$ cat src/rtl/mac16_unit.sv
module mac16_unit #(
  parameter int OPW  = 16,
  parameter int EXTW = 3
) (
  input  logic            clk,
  input  logic            rst_n,
  input  logic            load_x,
  input  logic            load_y,
  input  logic            load_p,
  input  logic [OPW-1:0]  x_in,
  input  logic [OPW-1:0]  y_in,
  input  logic            acc,
  input  logic            sub,
  input  logic            tc,
  input  logic            rnd,
  input  logic            prel,
  input  logic [EXTW-1:0] ext_in,
  input  logic [OPW-1:0]  hi_in,
  input  logic            ext_oe_n,
  input  logic            hi_oe_n,
  input  logic            lo_oe_n,
  output logic [EXTW-1:0] ext_out,
  output logic [OPW-1:0]  hi_out,
  output logic [OPW-1:0]  lo_out,
  output logic            ext_oe,
  output logic            hi_oe,
  output logic            lo_oe
);
  localparam int PRW = 2*OPW;
  localparam int PW  = PRW + EXTW;

  logic [OPW-1:0] xr, yr;
  logic           acc_q, sub_q, tc_q, rnd_q;
  logic [PW-1:0]  p_q;

  logic signed [PRW-1:0] sprod;
  logic        [PRW-1:0] uprod;
  logic        [PW-1:0]  prod, sum, rnd_term, p_next;

  assign sprod = $signed(xr) * $signed(yr);
  assign uprod = xr * yr;
  assign prod  = tc_q ? {{EXTW{sprod[PRW-1]}}, sprod} : {{EXTW{1'b0}}, uprod};
  assign rnd_term = rnd_q ? (PW'(1) << (OPW-1)) : '0;

  always_comb begin
    if (!acc_q)     sum = prod;
    else if (sub_q) sum = prod - p_q;
    else            sum = prod + p_q;
    p_next = prel ? {ext_in, hi_in, y_in} : sum + rnd_term;
  end

  always_ff @(posedge clk) begin
    if (!rst_n) begin
      xr    <= '0;
      yr    <= '0;
      acc_q <= 1'b0;
      sub_q <= 1'b0;
      tc_q  <= 1'b0;
      rnd_q <= 1'b0;
      p_q   <= '0;
    end else begin
      if (load_x) xr <= x_in;
      if (load_y) yr <= y_in;
      if (load_x || load_y) begin
        acc_q <= acc;
        sub_q <= sub;
        tc_q  <= tc;
        rnd_q <= rnd;
      end
      if (load_p) p_q <= p_next;
    end
  end

  assign ext_out = p_q[PW-1:PRW];
  assign hi_out  = p_q[PRW-1:OPW];
  assign lo_out  = p_q[OPW-1:0];
  assign ext_oe  = ~ext_oe_n;
  assign hi_oe   = ~hi_oe_n;
  assign lo_oe   = ~lo_oe_n;
endmodule

$ cat config.mk
export PLATFORM = sky130hd
export DESIGN_NAME = mac16_unit
export DESIGN_NICKNAME = d
export VERILOG_FILES = /design/src/rtl/mac16_unit.sv
export SDC_FILE = /design/constraint.sdc
export NUM_CORES = 1
export LEC_CHECK = 0
export BUFFER_PORTS_ARGS = -buffer_cell sky130_fd_sc_hd__buf_4
export CORE_ASPECT_RATIO = 0.6
export CORE_UTILIZATION = 50
export DETAILED_ROUTE_END_ITERATION = 7
export GPL_TIMING_DRIVEN = 1
export PLACE_DENSITY = 0.69
export SLEW_MARGIN = 0
export SYNTH_ARGS = -nofsm -noshare
export SYNTH_HDL_FRONTEND = slang
export SYNTH_SLANG_ARGS = --single-unit
$ cat constraint.sdc
create_clock -name clk -period 16.56 [get_ports clk]
set_clock_uncertainty 0.15 [all_clocks]
set_input_delay 3.312 -clock clk [delete_from_list [all_inputs] [get_ports clk]]
set_output_delay 3.312 -clock clk [all_outputs]
set_load 0.05 [all_outputs]
==> qor.yml, run 1 <==
run_status: "finished, final reports clean"
diodes: 0
hold_ws_ns: 0.349
setup_violations: 0
yosys_warnings: 0
root_buffer: "clkbuf_16"
grt_max_degree: 73
gp_congestion: 0.945
h-tree-depth: 3
path_clk_slew_ns: 0.07
critPathLaunch: "xr[15]"
slowest_stage: "fa_1"
hold_viol: 0
cap_violations: 0
cellLeakagePower_nw: 11.6
cp.arrival_ns: 11.32
post_cts_buffers: 0
hpwl_um: 54600
worst-r2r-setup-slack_ns: 5.39
crit_path_start_kind: "flip-flop"
die_y_um: 165
grt_usage_pct: 30.4
fp.coreArea_um2: 43400
async_flop_share_pct: 0
r2r-end: "p_q[34]"
cts.repair.resized: 0
slew_headroom_pct: 20.6
postLayoutCoreUtil_pct: 54.0
ys.flop_type: "dfxtp_1"
wl_per_cell_um: 20.0
hold_path.class: "reg2reg"
port_buffers: 101
period_needed_ns: 11.17
crit_path_max_fanout: 18
drtIter0Drc: 1668
start_util_pct: 50.7
fp-row-count: 59
hold_buffers: 0
fillerInstances: 4062
rr_startpoint: "xr[15]"
drt_first_pass_iters: 6
ys_seq_area_share_pct: 6.46
num-nets-final: 3279
critPathCapture: "p_q[34]"
r2r_cells: 31
routed-via-count: 18600
grt_pass1_vias: 19200
synth.distinct_cells: 82
gr-total-overflow: 0
finalCritPeriodShare_pct: 67.5
max_freq_mhz: 89.5
crit_path_end_kind: "flip-flop"
insertion_delay_ns: 0.38
synthTopCellsByArea: "fa_1, ha_1, inv_1"
drive_gt1_share_pct: 6.04
slowest_delay_ns: 0.94
path_common_cell: "fa_1"
clkSinkCount: 71
die_w_um: 273
fin_setup_tns_ns: 0
path_class: "reg2reg"
tightestPinTransition_ns: 1.16
dieArea_um2: 44900
viasPerCell: 5.74
synth_edf_count: 0
yosysTopAreaCell: "fa_1"
peakVddDrop_v: 0.0000486
ys_seq_elements: 71
slew_violations: 0
powerDensity_nw_per_um2: 64.2
syn_area_per_cell_um2: 8.29
cts_tree: "built"
pin_count: 102
ant_nets: 0
netlist_area_um2: 22000
synth_top_area_share_pct: 33.0
layout_common_cells: "inv_1, fa_1, nand2_1"
synthCells: 2656
grt_pass1_wl_um: 105000
drc: 0
rsz0062_at_grt: "no"
area_delta_synth_final_pct: 6.41
cts_made_buffers: 9
antenna_found_initial: 0
worstPathRequired_ns: 16.71
clock_path_buffers: 2
syn_nets: 3276
layout_commonest_cell: "inv_1"
routed_wirelength_um: 65000
[flip-flops by register name (all words and copies together) (netlist names)]
| name | flops |
|---|---|
| sub_q | 1 |
| rnd_q | 1 |
| acc_q | 1 |
| xr | 16 |
| yr | 16 |
| p_q | 35 |
| tc_q | 1 |
[power breakdown]
| group | internal [mW] | switching (mW) | leakage (nW) |
|---|---|---|---|
| registers | 0.184 | 0.0432 | 0.587 |
| clock network | 0.136 | 0.0940 | 0.156 |
| logic | 0.398 | 0.649 | 10.9 |
| total | 0.718 | 0.786 | 11.6 |
[metrics by stage]
stage,area (um^2),instances,total power [mW],setup WS [ns]
floorplan,22000,2656,0.979,7.33
global placement,23100,3227,1.25,5.69
detailed placement,23100,3227,1.26,5.67
CTS,23400,3243,1.49,5.65
global route,23400,3243,1.64,4.79
finish,23400,3243,1.50,5.39
[cell type report]
class / instances / area [um^2] / area share [%]
Clock buffer: 11 / 243 / 1.04
Tap cell: 579 / 724 / 3.09
Clock inverter: 5 / 81.3 / 0.347
Multi-Input combinational cell: 1959 / 18200 / 77.8
Inverter: 511 / 1920 / 8.19
Timing Repair Buffer: 107 / 803 / 3.43
Sequential cell: 71 / 1420 / 6.08
[critical path, delay by kind of cell (launching register included)]
kind                       cells  cell delay, ns
xor gates and xnor gates       2            0.31
and+or+nand+nor                5            1.95
DFF                            1            0.87
buffers and inverters          3            0.28
AOI/OAI and AO/OA             12            2.95
adders and majority gates      8            4.24
muxes                          1            0.31
[Yosys cell counts (all sizes together) (14+ instances only)]
cell type,n
inv,510
fa,363
nand2,283
ha,193
a21oi,122
and2,116
nor2,102
clkbuf,99
o21ai,90
xnor2,84
dfxtp,71
nor2b,55
mux2i,49
nand3,36
a21o,35
xor2,33
nand2b,30
nor3,29
a211oi,28
o211ai,27
a31oi,25
nand4,23
and3,19
o21a,19
buf,16
o31ai,16
or3,15
o211a,14
o21bai,14
[how the worst min path moves through the flow]
stage	endpoint	cells after the start	start	slack (ns)
finish	rnd_q	2	rnd_q	0.35
CTS	rnd_q	2	rnd_q	0.35
global route	rnd_q	2	rnd_q	0.37
global placement	rnd_q	2	rnd_q	0.32
detailed placement	rnd_q	2	rnd_q	0.34
floorplan	rnd_q	2	rnd_q	0.30
[logic make-up (layout without fill, tap and decap cells)]
| group | count (synthesis) | count (layout) | share of synthesized area (%) |
|---|---|---|---|
| compound gates | 467 | 467 | 14.2 |
| mux | 58 | 58 | 2.69 |
| simple gates | 761 | 761 | 17.3 |
| xor+xnor | 117 | 117 | 4.66 |
| flops | 71 | 71 | 6.46 |
| fa+ha+maj | 556 | 556 | 44.0 |
| buf+inv | 626 | 634 | 10.7 |
[metal layers]
layer | vias to the layer above | share of wire (%) | track usage [%]
met3 | 75 | 7.6 | 5.29
met5 | - | 0 | 0
met2 | 647 | 44 | 46.8
met4 | 0 | 2.6 | 8.66
met1 | 9335 | 46 | 43.9
li1 | 8572 | - | -
Power figures use the tool's default switching activity.
==> run 2, diff against run 1 <==
- PLACE_DENSITY: 0.69 -> 0.72
- clock period: 16.56 -> 9.5 ns (I/O delays scaled with it)
==> qor.yml, run 2 (same netlist as run 1, synthesis figures left out) <==
die_w_um: 273  # unchanged
path_common_cell: "fa_1"  # unchanged
pin_count: 102  # unchanged
grt_max_degree: 73  # unchanged
postLayoutCoreUtil_pct: 59.4  # was 54.0%
fp-row-count: 59  # unchanged
postLayoutSetupSlackWorst_ns: 0.200  # was 5.39 ns
crit_path_start_kind: "flip-flop"  # unchanged
hpwl_um: 55700  # was 54,600 um
critical_path_cell_count: 36  # was 31
routed_wirelength_um: 66400  # was 65,000 um
port_buffers: 101  # unchanged
area_delta_synth_final_pct: 17.1  # was 6.41%
critPathTopFamily: "adder cells"  # unchanged
clkSinkCount: 71  # unchanged
hold_depth: 2  # unchanged
powerDensity_nw_per_um2: 115  # was 64.2 nW/um^2
layout_common_cells: "inv_1, fa_1, buf_4"  # was inv_1, fa_1, nand2_1
crit_path_end_kind: "flip-flop"  # unchanged
hold_path.class: "reg2reg"  # unchanged
grt_pass1_wl_um: 105000  # about the same
hold_viol: 0  # unchanged
slew_violations: 0  # unchanged
run_status: "finished, final reports clean"  # unchanged
drc: 0  # unchanged
ant_nets: 0  # unchanged
cap_violations: 0  # unchanged
critPathCapture: "p_q[34]"  # unchanged
critPathLaunch: "yr[2]"  # was xr[15]
r2r_cells: 36  # was 31
cp.arrival_ns: 9.45  # was 11.32 ns
wl_per_cell_um: 19.1  # was 20.0 um
grt_usage_pct: 30.1  # was 30.4%
slowest_stage: "fa_2"  # was fa_1
antenna_found_initial: 0  # unchanged
power.total_mw: 2.98  # was 1.50 mW
viasPerCell: 5.63  # was 5.74
worst-r2r-setup-slack_ns: 0.20  # was 5.39 ns
tightestPinTransition_ns: 0.944  # was 1.16 ns
fp.coreArea_um2: 43400  # unchanged
slew_headroom_pct: 37.0  # was 20.6%
path_buf_inv: 8  # was 3
clock_path_buffers: 2  # unchanged
cts_made_buffers: 9  # unchanged
h-tree-depth: 3  # unchanged
hold_ws_ns: 0.349  # about the same
drive_gt1_share_pct: 17.0  # was 6.04%
drt_first_pass_iters: 7  # was 6
grt_pass1_vias: 19800  # was 19.2k
dieArea_um2: 44900  # unchanged
insertion_delay_ns: 0.37  # was 0.38 ns
reg_top3: "p_q x35, xr x16, yr x16"  # unchanged
gp_congestion: 0.962  # was 0.945
path_clk_slew_ns: 0.07  # about the same
period_needed_ns: 9.30  # was 11.17 ns
drtIter0Drc: 1870  # was 1,668
hp-start: "rnd_q"  # unchanged
routed-via-count: 19600  # was 18.6k
peakVddDrop_v: 0.000105  # was 0.0000486 V
cts_tree: "built"  # unchanged
layout_commonest_cell: "inv_1"  # unchanged
r2r-end: "p_q[34]"  # unchanged
die_y_um: 165  # unchanged
finalCritPeriodShare_pct: 97.9  # was 67.5%
crit_path_max_fanout: 5  # was 18
root_buffer: "clkbuf_16"  # unchanged
gr-total-overflow: 0  # unchanged
max_freq_mhz: 108  # was 89.5 MHz
slowest_delay_ns: 0.60  # was 0.94 ns
setup_violations: 0  # unchanged
largest_reg_flops: 35  # unchanged
dp_slack_ns: -0.367  # was 5.67 ns
rr_startpoint: "yr[2]"  # was xr[15]
largest-register: "p_q"  # unchanged
cellLeakagePower_nw: 12.9  # was 11.6 nW
hold_buffers: 0  # unchanged
worstPathRequired_ns: 9.65  # was 16.71 ns
start_util_pct: 50.7  # unchanged
path_class: "reg2reg"  # unchanged
num-nets-final: 3510  # was 3,279
[run 2: cell count changes in the layout (fill, tap and decap cells not counted), sizes merged]
cell and change:
clkinvlp +1, clkinv -1, buf +231, diode +1
[run 2: stage by stage]
stage,cell area (um^2),TNS (ns),cells
finish,25800,0,3475
global route,25800,-0.198,3474
CTS,25100,0,3445
detailed placement,24700,-0.857,3429
global placement,24700,-0.536,3429
floorplan,22000,0,2656
[run 2: layer usage]
| metal | up-vias | wire length (um) | GRT usage, % |
|---|---|---|---|
| met5 | - | 0 | 0 |
| met4 | 0 | 1570 | 7.94 |
| met2 | 720 | 29500 | 46.7 |
| li1 | 9037 | - | - |
| met1 | 9707 | 30700 | 43.4 |
| met3 | 92 | 4760 | 4.80 |
[run 2: where the power goes]
group          total [mW]  switching, mW  internal, mW
combinational        2.19           1.24         0.951
sequential          0.368         0.0480         0.320
clock               0.415          0.170         0.244
total                2.98           1.46          1.52
[run 2: how the worst min path moves through the flow]
stage,end,slack [ns]
global placement,rnd_q,0.32
floorplan,rnd_q,0.30
detailed placement,rnd_q,0.32
finish,rnd_q,0.35
global route,rnd_q,0.36
CTS,rnd_q,0.33
[run 2: area by class of cell]
cell class | instances | area [um^2]
timing repair buffer | 338 | 2600
antenna | 1 | 2.50
sequential | 71 | 1490
clock inverter | 5 | 80.1
clock buffer | 11 | 253
inverter | 511 | 1920
tap | 579 | 724
fill | 3880 | 17600
multi-input combinational | 1959 | 18700
[run 2: tightest hold or removal path: stages, from the launching register on]
cell      delay [ns]
dfxtp_1         0.32
nand2_1         0.05
a21boi_0        0.07
[run 2: what timing repair did]
action                                  in CTS  in global routing
endpoints found under the setup margin       6                  9
resized for setup                           27                115
buffers inserted                             0                 29
pin swaps                                    0                 49
==> run 3, diff against run 2 <==
- PLACE_DENSITY: 0.72 -> 0.69
- SETUP_SLACK_MARGIN: not set -> 0.5
- clock period: 9.5 -> 10.3 ns (I/O delays scaled with it)
==> qor.yml, run 3 (same netlist as run 1, synthesis figures left out) <==
run_status: "finished, final reports clean"  # unchanged
final_area_um2: 24600  # was 25,800 um^2
hold_buffers: 0  # unchanged
start_util_pct: 50.7  # unchanged
period_needed_ns: 9.51  # was 9.30 ns
gr-total-overflow: 0  # unchanged
num-nets-final: 3353  # was 3,510
powerDensity_nw_per_um2: 104  # was 115 nW/um^2
cellLeakagePower_nw: 12.0  # was 12.9 nW
root_buffer: "clkbuf_16"  # unchanged
fp-row-count: 59  # unchanged
reg_top3: "p_q x35, xr x16, yr x16"  # unchanged
cts_tree: "built"  # unchanged
grt_usage_pct: 29.4  # was 30.1%
wl_per_cell_um: 19.6  # was 19.1 um
drc: 0  # unchanged
hpwl_um: 53900  # was 55,700 um
gp_congestion: 0.937  # was 0.962
fp.coreArea_um2: 43400  # unchanged
max_freq_mhz: 105  # was 108 MHz
hold_path.class: "reg2reg"  # unchanged
path_clk_slew_ns: 0.07  # about the same
area_delta_synth_final_pct: 11.6  # was 17.1%
tightestPinTransition_ns: 0.980  # was 0.944 ns
crit_path_max_fanout: 6  # was 5
layout_common_cells: "inv_1, fa_1, nand2_1"  # was inv_1, fa_1, buf_4
port_buffers: 101  # unchanged
layout_commonest_cell: "inv_1"  # unchanged
largest-register: "p_q"  # unchanged
hold_viol: 0  # unchanged
finalCritPeriodShare_pct: 92.3  # was 97.9%
rsz0062_at_grt: "no"
slew_headroom_pct: 34.6  # was 37.0%
grt_max_degree: 73  # unchanged
drtIter0Drc: 1657  # was 1,870
path_common_cell: "fa_1"  # unchanged
cts_made_buffers: 9  # unchanged
crit_path_end_kind: "flip-flop"  # unchanged
clkSinkCount: 71  # unchanged
dp_slack_ns: -0.0000728  # was -0.367 ns
drive_gt1_share_pct: 12.2  # was 17.0%
insertion_delay_ns: 0.38  # was 0.37 ns
postLayoutCoreUtil_pct: 56.6  # was 59.4%
crit_path_start_kind: "flip-flop"  # unchanged
cp.arrival_ns: 9.66  # was 9.45 ns
slowest_stage: "or4_4"  # was fa_2
grt_pass1_wl_um: 103000  # was 105,000 um
place_area_um2: 23400  # was 24,700 um^2
pin_count: 102  # unchanged
diodes: 0  # was 1
cap_violations: 0  # unchanged
dieArea_um2: 44900  # unchanged
routed-via-count: 19100  # was 19.6k
slowest_delay_ns: 0.58  # was 0.60 ns
clock_path_buffers: 2  # unchanged
slew_violations: 0  # unchanged
largest_reg_flops: 35  # unchanged
postLayoutSetupSlackWorst_ns: 0.795  # was 0.200 ns
placed_cells: 3272  # was 3,429
worstPathRequired_ns: 10.45  # was 9.65 ns
routed_wirelength_um: 65000  # was 66,400 um
viasPerCell: 5.75  # was 5.63
die_y_um: 165  # unchanged
grt_pass1_vias: 19200  # was 19.8k
antenna_found_initial: 1  # was 0
peakVddDrop_v: 0.0000940  # was 0.000105 V
final_cells: 3316  # was 3,475
fin_setup_tns_ns: 0  # unchanged
die_w_um: 273  # unchanged
setup_violations: 0  # unchanged
drt_first_pass_iters: 6  # was 7
path_class: "reg2reg"  # unchanged
ant_nets: 0  # unchanged
h-tree-depth: 3  # unchanged
==> run 3: metal layers <==
metal,wire (um),vias up,global-route usage (%)
li1,-,8717,-
met1,29800,9542,42.7
met2,28800,718,46.2
met3,5230,74,4.91
met4,1110,0,6.05
met5,0,-,0
==> run 3: worst max-delay path: cells and delay by family (launching register included) <==
family	cells	cell delay (ns)
adders and majority gates	8	3.66
and+or+nand+nor	11	3.28
AOI/OAI and AO/OA	7	1.23
buffers and inverters	6	0.58
DFF	1	0.39
xor gates and xnor gates	1	0.13
==> run 3: cell type report <==
class                      count  area [um^2]
fill                        3968        18800
tap                          579          724
sequential                    71         1520
inverter                     511         1920
clock buffer                  10          239
timing repair buffer         181         1400
multi-input combinational   1959        18700
clock inverter                 5          106
==> run 3: path summary, 6_finish.rpt <==
path | depth (start not counted) | start | slack [ns] | end
worst min-delay path | 2 | rnd_q | 0.34 | rnd_q
worst max register to register | 33 | yr[4] | 0.79 | p_q[34]
worst max-delay path | 33 | yr[4] | 0.79 | p_q[34]
worst min register to register | 2 | rnd_q | 0.34 | rnd_q
==> run 3: power breakdown <==
| part | switching (mW) | internal (mW) |
|---|---|---|
| combinational | 1.09 | 0.716 |
| sequential | 0.0557 | 0.295 |
| clock | 0.153 | 0.243 |
| total | 1.29 | 1.25 |
==> run 3: through the flow <==
| step | total power [mW] | hold slack (ns) |
|---|---|---|
| 4_1_cts | 2.45 | 0.348 |
| 2_1_floorplan | 1.57 | 0.295 |
| 6_report | 2.55 | 0.344 |
| 3_3_place_gp | 2.00 | 0.315 |
| 5_1_grt | 2.76 | 0.376 |
| 3_5_place_dp | 2.02 | 0.341 |
==> run 3: timing repair <==
item / in CTS / in global routing
endpoints found under the setup margin: 9 / 10
gates resized for setup: 46 / 106
pin swaps: 5 / 26
buffers inserted: 6 / 23
